`config.mk`:
```
export PLATFORM = sky130hd
export DESIGN_NAME = qenc_capture_flags
export DESIGN_NICKNAME = d
export VERILOG_FILES = /design/src/rtl/qcf_pkg.sv /design/src/rtl/qcf_hold_unit.sv /design/src/rtl/qcf_flag_bank.sv /design/src/rtl/qcf_index_latch.sv /design/src/rtl/qenc_capture_flags.sv
export SDC_FILE = /design/constraint.sdc
export NUM_CORES = 1
export LEC_CHECK = 0
export BUFFER_PORTS_ARGS = -buffer_cell sky130_fd_sc_hd__buf_2
export CAP_MARGIN = 20
export CORE_MARGIN = 3
export CORE_UTILIZATION = 45
export DETAILED_ROUTE_END_ITERATION = 8
export GPL_TIMING_DRIVEN = 0
export PLACE_DENSITY = 0.72
export SYNTH_ARGS = -nofsm -noshare
export SYNTH_HDL_FRONTEND = slang
export SYNTH_HIERARCHICAL = 1
export SYNTH_SLANG_ARGS = --single-unit
```
`constraint.sdc`:
```
create_clock -name clk -period 3.25 [get_ports clk]
set_input_delay 0 -clock clk [delete_from_list [all_inputs] [get_ports clk]]
set_output_delay 0 -clock clk [all_outputs]
set_load 0.01 [all_outputs]
```
`src/rtl/qcf_pkg.sv`:
```
package qcf_pkg;
    localparam int NUM_TMR  = 4;
    localparam int NUM_FLAG = 4;
    localparam int DIR_BIT  = 8;

    typedef enum logic [1:0] {
        SEL_CTRL  = 2'd0,
        SEL_STAT  = 2'd1,
        SEL_HOLD  = 2'd2,
        SEL_LATCH = 2'd3
    } qcf_sel_e;

    // packed MSB first: hold_go is bit 9, irq_en is bits 3:0
    typedef struct packed {
        logic                hold_go;
        logic                latch_en;
        logic [NUM_TMR-1:0]  tmr_en;
        logic [NUM_FLAG-1:0] irq_en;
    } qcf_ctrl_t;

    localparam int CTRL_W = $bits(qcf_ctrl_t);

    function automatic logic [31:0] stat_word(input logic [NUM_FLAG-1:0] flags, input logic dir);
        logic [31:0] w;
        w = '0;
        w[NUM_FLAG-1:0] = flags;
        w[DIR_BIT] = dir;
        return w;
    endfunction
endpackage

```
`src/rtl/qcf_hold_unit.sv`:
```
module qcf_hold_unit #(
    parameter int CNT_W = 32,
    parameter int N_TMR = 4
) (
    input  logic             clk,
    input  logic             rst,
    input  logic             sw_go,
    input  logic [N_TMR-1:0] tmr_match,
    input  logic [N_TMR-1:0] tmr_en,
    input  logic             sw_wr,
    input  logic [CNT_W-1:0] sw_data,
    input  logic [CNT_W-1:0] count,
    output logic             busy_o,
    output logic             prev_o,
    output logic [CNT_W-1:0] hold_o
);
    logic req;
    assign req = sw_go | (|(tmr_match & tmr_en));

    always_ff @(posedge clk) begin
        if (rst) begin
            busy_o <= 1'b0;
            prev_o <= 1'b0;
            hold_o <= '0;
        end else begin
            prev_o <= busy_o;
            if (busy_o && prev_o)
                busy_o <= 1'b0;
            else if (req && !busy_o)
                busy_o <= 1'b1;
            if (busy_o && !prev_o)
                hold_o <= count;
            else if (sw_wr)
                hold_o <= sw_data;
        end
    end
endmodule

```
`src/rtl/qcf_flag_bank.sv`:
```
module qcf_flag_bank #(
    parameter int N = 4
) (
    input  logic         clk,
    input  logic         rst,
    input  logic [N-1:0] evt,
    input  logic [N-1:0] clr,
    output logic [N-1:0] flags_o
);
    for (genvar i = 0; i < N; i++) begin : g_flag
        always_ff @(posedge clk) begin
            if (rst)
                flags_o[i] <= 1'b0;
            else if (evt[i])
                flags_o[i] <= 1'b1;
            else if (clr[i])
                flags_o[i] <= 1'b0;
        end
    end
endmodule

```
`src/rtl/qcf_index_latch.sv`:
```
module qcf_index_latch #(
    parameter int CNT_W = 32
) (
    input  logic             clk,
    input  logic             rst,
    input  logic             en,
    input  logic             idx,
    input  logic             sw_wr,
    input  logic [CNT_W-1:0] sw_data,
    input  logic [CNT_W-1:0] count,
    output logic [CNT_W-1:0] latch_o
);
    always_ff @(posedge clk) begin
        if (rst)
            latch_o <= '0;
        else if (en && idx)
            latch_o <= count;
        else if (sw_wr)
            latch_o <= sw_data;
    end
endmodule

```
`src/rtl/qenc_capture_flags.sv`:
```
module qenc_capture_flags
    import qcf_pkg::*;
#(
    parameter int CNT_W = 32
) (
    input  logic             clk,
    input  logic             rst,
    input  logic [CNT_W-1:0] count_i,
    input  logic             dir_up_i,
    input  logic             idx_rise_i,
    input  logic             cmp_hit_i,
    input  logic             wrap_i,
    input  logic             dir_chg_i,
    input  logic [3:0]       tmr_match_i,
    input  logic             wr_i,
    input  logic             rd_i,
    input  logic [1:0]       addr_i,
    input  logic [CNT_W-1:0] wdata_i,
    output logic [CNT_W-1:0] rdata_o,
    output logic             irq_o
);
    qcf_ctrl_t             ctrl_q;
    qcf_ctrl_t             wr_ctrl;
    logic [NUM_FLAG-1:0]   evt;
    logic [NUM_FLAG-1:0]   flag_clr;
    logic [NUM_FLAG-1:0]   flag_q;
    logic                  hold_busy;
    logic                  hold_prev;
    logic [CNT_W-1:0]      hold_q;
    logic [CNT_W-1:0]      latch_q;
    logic                  wr_ctrl_hit;
    logic [CNT_W-1:0]      rd_mux;
    logic [31:0]           stat_w;

    assign evt         = {dir_chg_i, wrap_i, cmp_hit_i, idx_rise_i};
    assign wr_ctrl_hit = wr_i && (addr_i == SEL_CTRL);
    assign wr_ctrl     = qcf_ctrl_t'(wdata_i[CTRL_W-1:0]);
    assign flag_clr    = (wr_i && addr_i == SEL_STAT) ? wdata_i[NUM_FLAG-1:0] : '0;

    // enables; the hold_go field of ctrl_q is unused, the live trigger comes from the hold unit
    always_ff @(posedge clk) begin
        if (rst) begin
            ctrl_q <= '0;
        end else if (wr_ctrl_hit) begin
            ctrl_q         <= wr_ctrl;
            ctrl_q.hold_go <= 1'b0;
        end
    end

    qcf_hold_unit #(.CNT_W(CNT_W), .N_TMR(NUM_TMR)) u_hold (
        .clk       (clk),
        .rst       (rst),
        .sw_go     (wr_ctrl_hit && wr_ctrl.hold_go),
        .tmr_match (tmr_match_i),
        .tmr_en    (ctrl_q.tmr_en),
        .sw_wr     (wr_i && addr_i == SEL_HOLD),
        .sw_data   (wdata_i),
        .count     (count_i),
        .busy_o    (hold_busy),
        .prev_o    (hold_prev),
        .hold_o    (hold_q)
    );

    qcf_flag_bank #(.N(NUM_FLAG)) u_flags (
        .clk     (clk),
        .rst     (rst),
        .evt     (evt),
        .clr     (flag_clr),
        .flags_o (flag_q)
    );

    qcf_index_latch #(.CNT_W(CNT_W)) u_latch (
        .clk     (clk),
        .rst     (rst),
        .en      (ctrl_q.latch_en),
        .idx     (idx_rise_i),
        .sw_wr   (wr_i && addr_i == SEL_LATCH),
        .sw_data (wdata_i),
        .count   (count_i),
        .latch_o (latch_q)
    );

    assign stat_w = stat_word(flag_q, dir_up_i);

    always_comb begin
        rd_mux = '0;
        case (qcf_sel_e'(addr_i))
            SEL_CTRL: begin
                rd_mux[CTRL_W-1:0]  = ctrl_q;
                rd_mux[CTRL_W-1]    = hold_busy;
            end
            SEL_STAT:  rd_mux = CNT_W'(stat_w);
            SEL_HOLD:  rd_mux = hold_q;
            default:   rd_mux = latch_q;
        endcase
    end

    always_ff @(posedge clk) begin
        if (rst)
            rdata_o <= '0;
        else if (rd_i)
            rdata_o <= rd_mux;
    end

    assign irq_o = |(flag_q & ctrl_q.irq_en);
endmodule

```
# Word level (Yosys, flattened, before mapping)
# Cells that the tools add are included.
# totals
reg_bits	111
word_cells	55
input_bits	79
out_inout_bits	33
# classes
n_reduce_logical	22
n_bitwise	3
muxes	15
n_eq_ne	3
# ops
op	n
$mux 32	4
$pmux 22 s2	1
$pmux 10 s3	1
$reduce_bool 2->1	6
$logic_and 1x1->1	9
$and 4x4->4	2
$mux 1	8
$reduce_or 4->1	2
$eq 2x2->1 const B	2
$mux 4	1
$reduce_or 2->1	2
$eq 2x1->1 const B	1
$logic_not 1->1	2
$logic_not 2->1	1
$or 1x1->1	1

# Longest topological paths before layout
# Gate-level depths: netlist (run 1).
# depth
ltp_word	5
mapped_depth	8
depth_no_buf	4

# Cells and area by module
# Netlist (run 1), hierarchy kept.
# by_module_without_submodules
module	area_per_inst_um2	instances	cells_per_inst	seq_area_each_um2
qenc_capture_flags	2138.3	1	220	820.8
qcf_index_latch	1756.7	1	145	640.6
qcf_hold_unit	1701.6	1	153	680.7
qcf_flag_bank	140.1	1	16	80.1

# Worst setup path after synthesis (run 1)
# OpenSTA, ideal clock, no wires.
# synth_timing
kind	input-to-reg
startpoint	input port addr_i[0]
endpoint	register u_latch.latch_o[0]
path_buffers	4
arrival_ns	1.098
required_ns	3.104
cell_stages	7
path_slack_ns	2.006
setup_time_ns	0.146
cell_sequence	buf_2 -> buf_2 -> and3_1 -> buf_6 -> buf_12 -> mux2i_1 -> a211oi_2
# synth_between
elab_chain_cells	3
# synth_lines
element	line_no	rtl
start, declared	qenc_capture_flags.sv:17	input logic [1:0] addr_i,
$eq 2x2->1	qenc_capture_flags.sv:77	.sw_wr (wr_i && addr_i == SEL_LATCH),
$logic_and 1x1->1	qenc_capture_flags.sv:77	
$reduce_bool 2->1 (no line)	n/a	
end signal, assigned	qcf_index_latch.sv:17	latch_o <= count;
end signal, assigned	qcf_index_latch.sv:19	latch_o <= sw_data;
end, declared	qcf_index_latch.sv:11	output logic [CNT_W-1:0] latch_o
# Every way passes these cells.
# A chain may end at the register's enable or synchronous reset.

# Worst setup path after layout (run 1)
# layout_timing
startpoint	input port rst
endpoint	register rdata_o[25]
# layout_lines
element	line_no	rtl
start, declared	qenc_capture_flags.sv:7	input logic rst,
end signal, assigned	qenc_capture_flags.sv:102	rdata_o <= rd_mux;
end, declared	qenc_capture_flags.sv:19	output logic [CNT_W-1:0] rdata_o,
# No word-level cell between the ends.

==> results of run 1 <==
-- power by group --
part	switching, µW	total, µW	internal, µW
registers	47.3	1490	1440
logic	267	519	252
clock network	503	1220	718
total	817	3230	2410
-- per-stage QoR --
| stage | hold slack (ns) | setup slack, ns | util, % | cell area (µm²) | cells |
|---|---|---|---|---|---|
| 2_1_floorplan | 0.0691 | 2.01 | - | 5740 | 534 |
| 3_3_place_gp | 0.235 | 1.73 | 53.1 | 6490 | 810 |
| 3_5_place_dp | 0.243 | 1.68 | 53.1 | 6490 | 810 |
| 4_1_cts | 0.00257 | 1.63 | 57.3 | 7000 | 845 |
| 5_1_grt | 0.0235 | 1.56 | 57.3 | 7000 | 845 |
| 6_report | 0.00969 | 1.62 | 57.3 | 7000 | 845 |
-- cells in the mapped netlist (2+ instances only) --
cell type and count:
dfxtp_1 111, mux2i_1 83, nor2_1 42, a211oi_1 34, and3b_1 33, nor3b_1 32
a211oi_2 31, a21oi_1 26, nor2b_1 23, mux2_2 22, buf_2 14, clkbuf_1 14
buf_6 10, nand2_1 8, buf_12 7, and2_1 6, a311oi_2 5, mux4_1 5
buf_1 4, inv_1 4, nand2b_1 4, or2_0 3, a22oi_1 2, clkbuf_2 2
or2_1 2
-- per-layer routing --
layer | GRT usage, % | vias to the layer above | wire, µm
met3 | 3.66 | 33 | 864
li1 | - | 2220 | -
met4 | 10.3 | 0 | 467
met1 | 29.6 | 2231 | 7090
met5 | 0 | - | 0
met2 | 39.2 | 166 | 7910
-- layout make-up --
cell class	instances	area share, %
flip-flops and latches	111	31.7
inverters	4	0.214
clock buffers	13	3.72
plain buffers	52	5.82
repair buffers	127	10.4
well taps	168	3.00
clock inverters	3	0.929
multi-input cells	367	44.1
-- placed cells by master, fill, tap and decap left out, types with 5 or more instances in the layout --
cell type	n
dfxtp_1	111
clkbuf_16	9
buf_12	7
a211oi_1	34
nor2b_1	23
buf_2	122
a311oi_2	5
a21oi_1	26
nor3b_1	32
dlygate4sd3_1	19
nor2_1	42
and2_1	6
mux4_1	5
and3b_1	33
a211oi_2	31
nand2_1	8
clkbuf_1	16
buf_6	10
mux2i_1	83
mux2_2	22
-- cells by family (layout without fill, tap and decap cells) --
group                  after synthesis  count (layout)
buffers and inverters               56             199
and+or+nand+nor                    157             157
DFF                                111             111
muxes                              110             110
AOI/OAI and AO/OA                  100             100
-- registers in the layout (all words and copies together), names as in the netlist --
signal,flops
u_hold/hold_o,32
rdata_o,32
ctrl_q,9
u_hold/busy_o,1
u_flags/flags_o,4
u_latch/latch_o,32
u_hold/prev_o,1
-- worst max-delay path, stage by stage --
cell,delay [ns]
dlygate4sd3_1,0.53
buf_2,0.26
buf_1,0.30
clkbuf_1,0.60
nor2_1,0.15
-- how the worst max path moves through the flow --
stage	slack [ns]	from	cells past startpoint	to
finish	1.62	rst	5	rdata_o[25]
global route	1.56	rst	5	rdata_o[25]
global placement	1.73	addr_i[0]	7	u_latch/latch_o[18]
CTS	1.63	rst	5	rdata_o[25]
detailed placement	1.68	addr_i[0]	7	u_latch/latch_o[25]
floorplan	2.01	addr_i[0]	7	u_latch/latch_o[0]
-- repair_timing --
item                      4_1_cts  5_1_grt
hold buffers                   19        0
resized for setup               0        0
hold endpoints to repair       16        0
==> impl_metrics.toml, run 1 <==
[drt]
drc = 0
drtIter0Drc = 251
first_pass_iters = 5
via_count = 4650
ant_nets = 0
routed_wl_mm = 16.3
vias_per_cell = 5.50
wire_per_inst_um = 19.3

[floorplan]
io_pins = 112
row_count = 40
die_w_um = 119
fp.dieArea_mm2 = 0.0141
core-area_mm2 = 0.0122
die_height_um = 119
start_util_pct = 47.0

[sta]
worst_clock_skew_ns = 0.00603
slew-limit-headroom_pct = 49.4
fin_crit_ns = 1.63
setup_viol = 0
finalSetupTns_ns = 0
finalHoldViolCount = 0
fmaxAchievable_mhz = 612
finalCritPeriodShare_pct = 50.3
rsz0062_at_grt = "no"
tightestPinTransition_ns = 0.759
slew_violations = 0

[grt]
grt_max_degree = 17
grt_pass1_wl_mm = 26.0
grt_use_total_pct = 23.3
antenna_found_initial = 0
overflow = 0
grt_pass1_vias = 4847

[synth]
syn-num-nets = 613
synthAdderAreaFrac_pct = 0
synth_top_area_cell = "dfxtp_1"
synthSimpleGateAreaFrac_pct = 17.3
synth_ff_type = "dfxtp_1"
synth_compound_area_share_pct = 15.5
synth_edf_count = 0
synth-seq-cells = 111
synth.distinct_cells = 32
synth_top_family_by_area = "multiplexers"
synth_warnings = 6
async_reset_ff_share_pct = 0
ys_seq_area_share_pct = 38.7
muxShareOfSynthArea_pct = 21.1
synth_top_cells_by_area = "dfxtp_1 (39%), mux2i_1 (14%), a211oi_2 (6.8%), and3b_1 (5.0%), a211oi_1 (4.4%)"
synth_area_mm2 = 0.00574
netlist_instances = 534
synth_xor_area_share_pct = 0
syn_area_per_cell_um2 = 10.7
synth_top_area_share_pct = 38.7

[place]
gp_congestion = 0.835
port_buffers = 108
dp_hpwl_mm = 11.5

[final_layout]
fin_nets = 751
area_growth_pct = 22.1
drive_above_1_share_pct = 32.1
regArea_mm2 = 0.00222
multi_input_area_mm2 = 0.00309
antenna_cells = 0
fillers = 1081

[hold_path]
holdPathStages = 3
hp-class = "in2reg"
hold_path_startpoint = "count_i[9]"
worstHoldEndpoint = "u_hold/hold_o[9]"

[setup_path]
rrSetupSlack_ns = 1.83
worst_r2r_path_depth = 3
startpoint_type = "primary input"
critPathCaptureType = "flop"
required_ns = 3.45
r2r-end = "u_hold/hold_o[0]"
crit_type = "in2reg"
cp_max_fo = 11
arrival_ns = 1.84
reg2reg_from = "u_hold/busy_o"

[flow_run]
drv_cap = 0

[clock_network]
numCtsBuffers = 9
cts_tree = "done"
worstSkewPairLatency_ns = 0.35
clk_pin_slew_worst_paths_ns = 0.07
clock-sinks = 111
cts_buffer_depth = 2
htree_levels = 3
cts-root-buf = "clkbuf_16"
post_cts_buffers = 0

[pwr]
power.total_uw = 3230
powerDensity_mw_per_mm2 = 461
leakagePower_uw = 0.00288
ir_drop_v = 0.000222

[status]
outcome = "complete, no violations"
Note: power is estimated with default switching activity, not from simulation.
==> run 2: changes to the inputs <==
--- a/config.mk
+++ b/config.mk
@@ -11,7 +11,7 @@
 export CORE_UTILIZATION = 45
 export DETAILED_ROUTE_END_ITERATION = 8
 export GPL_TIMING_DRIVEN = 0
-export PLACE_DENSITY = 0.72
+export PLACE_DENSITY = 0.75
 export SYNTH_ARGS = -nofsm -noshare
 export SYNTH_HDL_FRONTEND = slang
 export SYNTH_HIERARCHICAL = 1
==> constraint.sdc (replaced) <==
create_clock -name clk -period 1.5 [get_ports clk]
set_input_delay 0 -clock clk [delete_from_list [all_inputs] [get_ports clk]]
set_output_delay 0 -clock clk [all_outputs]
set_load 0.01 [all_outputs]
==> impl_metrics.toml, run 2 (synthesis gave the netlist of run 1 again) <==
[setup_path]
slowest_delay_ns = 0.61
arrival_ns = 1.63
crit_path_cell_trace = "clkbuf_2 > nor3b_1 > a211oi_1"
crit_end = "u_hold/hold_o[1]"
critPathSlowestCell = "dfxtp_1"
reg2reg_from = "u_hold/busy_o"
cp_max_fo = 10
critPathCaptureType = "flop"
crit_start = "u_hold/busy_o"
startpoint_type = "flop"
crit_type = "reg2reg"
worst_r2r_path_depth = 3
r2r-end = "u_hold/hold_o[1]"
rrSetupSlack_ns = 0.07
required_ns = 1.70

[place]
port_buffers = 108
dpl_worst_slack_ns = -0.101
gp_congestion = 0.843
place_area_mm2 = 0.00649
dp_hpwl_mm = 11.4

[sta]
tightestPinTransition_ns = 0.783
fin_ws_ns = 0.0672
setup_viol = 0
fmaxAchievable_mhz = 698
fin_crit_ns = 1.43
slew-limit-headroom_pct = 47.8
slew_violations = 0
finalCritPeriodShare_pct = 95.5
finalHoldViolCount = 0
worst_clock_skew_ns = 0.00778
rsz0062_at_grt = "no"

[floorplan]
row_count = 40
die_height_um = 119
die_w_um = 119
io_pins = 112
core-area_mm2 = 0.0122
start_util_pct = 47.0
fp.dieArea_mm2 = 0.0141

[drt]
first_pass_iters = 4
ant_nets = 0
drc = 0
routed_wl_mm = 16.2
wire_per_inst_um = 19.2
via_count = 4644
drtIter0Drc = 241
vias_per_cell = 5.52

[final_layout]
drive_above_1_share_pct = 31.9
antenna_cells = 0
mostFrequentLayoutCell = "buf_2"
layout_common_cells = "buf_2 (120), dfxtp_1 (111), mux2i_1 (83), nor2_1 (42), a211oi_1 (34)"
fin_area_mm2 = 0.00700
fin_nets = 748
area_growth_pct = 21.9
largestRegisters = "rdata_o: 32 flops, u_hold/hold_o: 32 flops, u_latch/latch_o: 32 flops"

[grt]
grt_pass1_vias = 5025
grt_pass1_wl_mm = 26.6
overflow = 0
grt_max_degree = 17
antenna_found_initial = 0
grt_use_total_pct = 23.3

[pwr]
leakagePower_uw = 0.00287
ir_drop_v = 0.000479
powerDensity_mw_per_mm2 = 1010

[clock_network]
htree_levels = 3
worstSkewPairLatency_ns = 0.34
cts_tree = "done"
clock-sinks = 111
clk_pin_slew_worst_paths_ns = 0.07
cts_buffer_depth = 2
numCtsBuffers = 9
cts-root-buf = "clkbuf_16"
post_cts_buffers = 0

[status]
outcome = "complete, no violations"

[flow_run]
drv_cap = 0

[hold_path]
hp-class = "in2reg"
[run 2: changes by cell type in the layout (fill, tap and decap cells not counted)]
cell	delta
clkbuf_1	+1
bufinv_16	+1
clkbuf_8	-1
clkbuf_4	+1
buf_2	-2
dlygate4sd3_1	-2
clkinv_2	-1
[run 2: through the flow]
stage | std cells | utilization, % | hold WS (ns) | TNS, ns | total power [µW]
2_1_floorplan | 534 | - | 0.0691 | 0 | 3980
3_3_place_gp | 810 | 53.1 | 0.235 | -0.0302 | 4330
3_5_place_dp | 810 | 53.1 | 0.249 | -1.76 | 4360
4_1_cts | 843 | 57.3 | 0.0148 | 0 | 7110
5_1_grt | 842 | 57.3 | 0.0261 | 0 | 7350
6_report | 842 | 57.3 | 0.0186 | 0 | 7090
[run 2: report_power, final]
group          total [µW]  internal [µW]  leakage, µW  switching (µW)
registers            3230           3130     0.000907             104
logic                1120            540      0.00180             575
clock network        2740           1680     0.000164            1060
[run 2: repair_timing]
item | CTS | global route
hold buffers | 17 | 0
hold endpoints to repair | 14 | 0
gates resized for setup | 0 | 1
endpoints found under the setup margin | 0 | 2
[run 2: area by class of cell]
type / instances / area (µm²)
clock inverter: 3 / 90.1
timing repair buffer: 125 / 711
fill: 1072 / 5220
multi-input combinational: 367 / 3090
tap: 168 / 210
clock buffer: 13 / 250
buffer: 51 / 405
inverter: 4 / 15.0
sequential: 111 / 2220
[run 2: routing by layer]
layer | vias up | routed length [µm] | part of all wire, % | GRT usage, %
met5 | - | 0 | 0 | 0
met2 | 145 | 7880 | 49 | 39.1
li1 | 2225 | - | - | -
met4 | 0 | 367 | 2.3 | 7.68
met3 | 31 | 807 | 5.0 | 3.66
met1 | 2243 | 7150 | 44 | 30.5
[run 2: worst min-delay path by stage]
stage,from,endpoint,slack [ns],depth (start not counted)
detailed placement,cmp_hit_i,u_flags/flags_o[1],0.25,3
global placement,dir_chg_i,u_flags/flags_o[3],0.24,3
global route,count_i[22],u_hold/hold_o[22],0.03,3
finish,count_i[3],u_hold/hold_o[3],0.02,3
floorplan,rst,u_flags/flags_o[0],0.07,1
CTS,count_i[3],u_hold/hold_o[3],0.01,3
[run 2: critical path, delay by kind of cell, from the launching register on]
family / cells / cell delay (ns)
flops: 1 / 0.61
buf+inv: 1 / 0.31
compound gates: 1 / 0.09
simple gates: 1 / 0.27
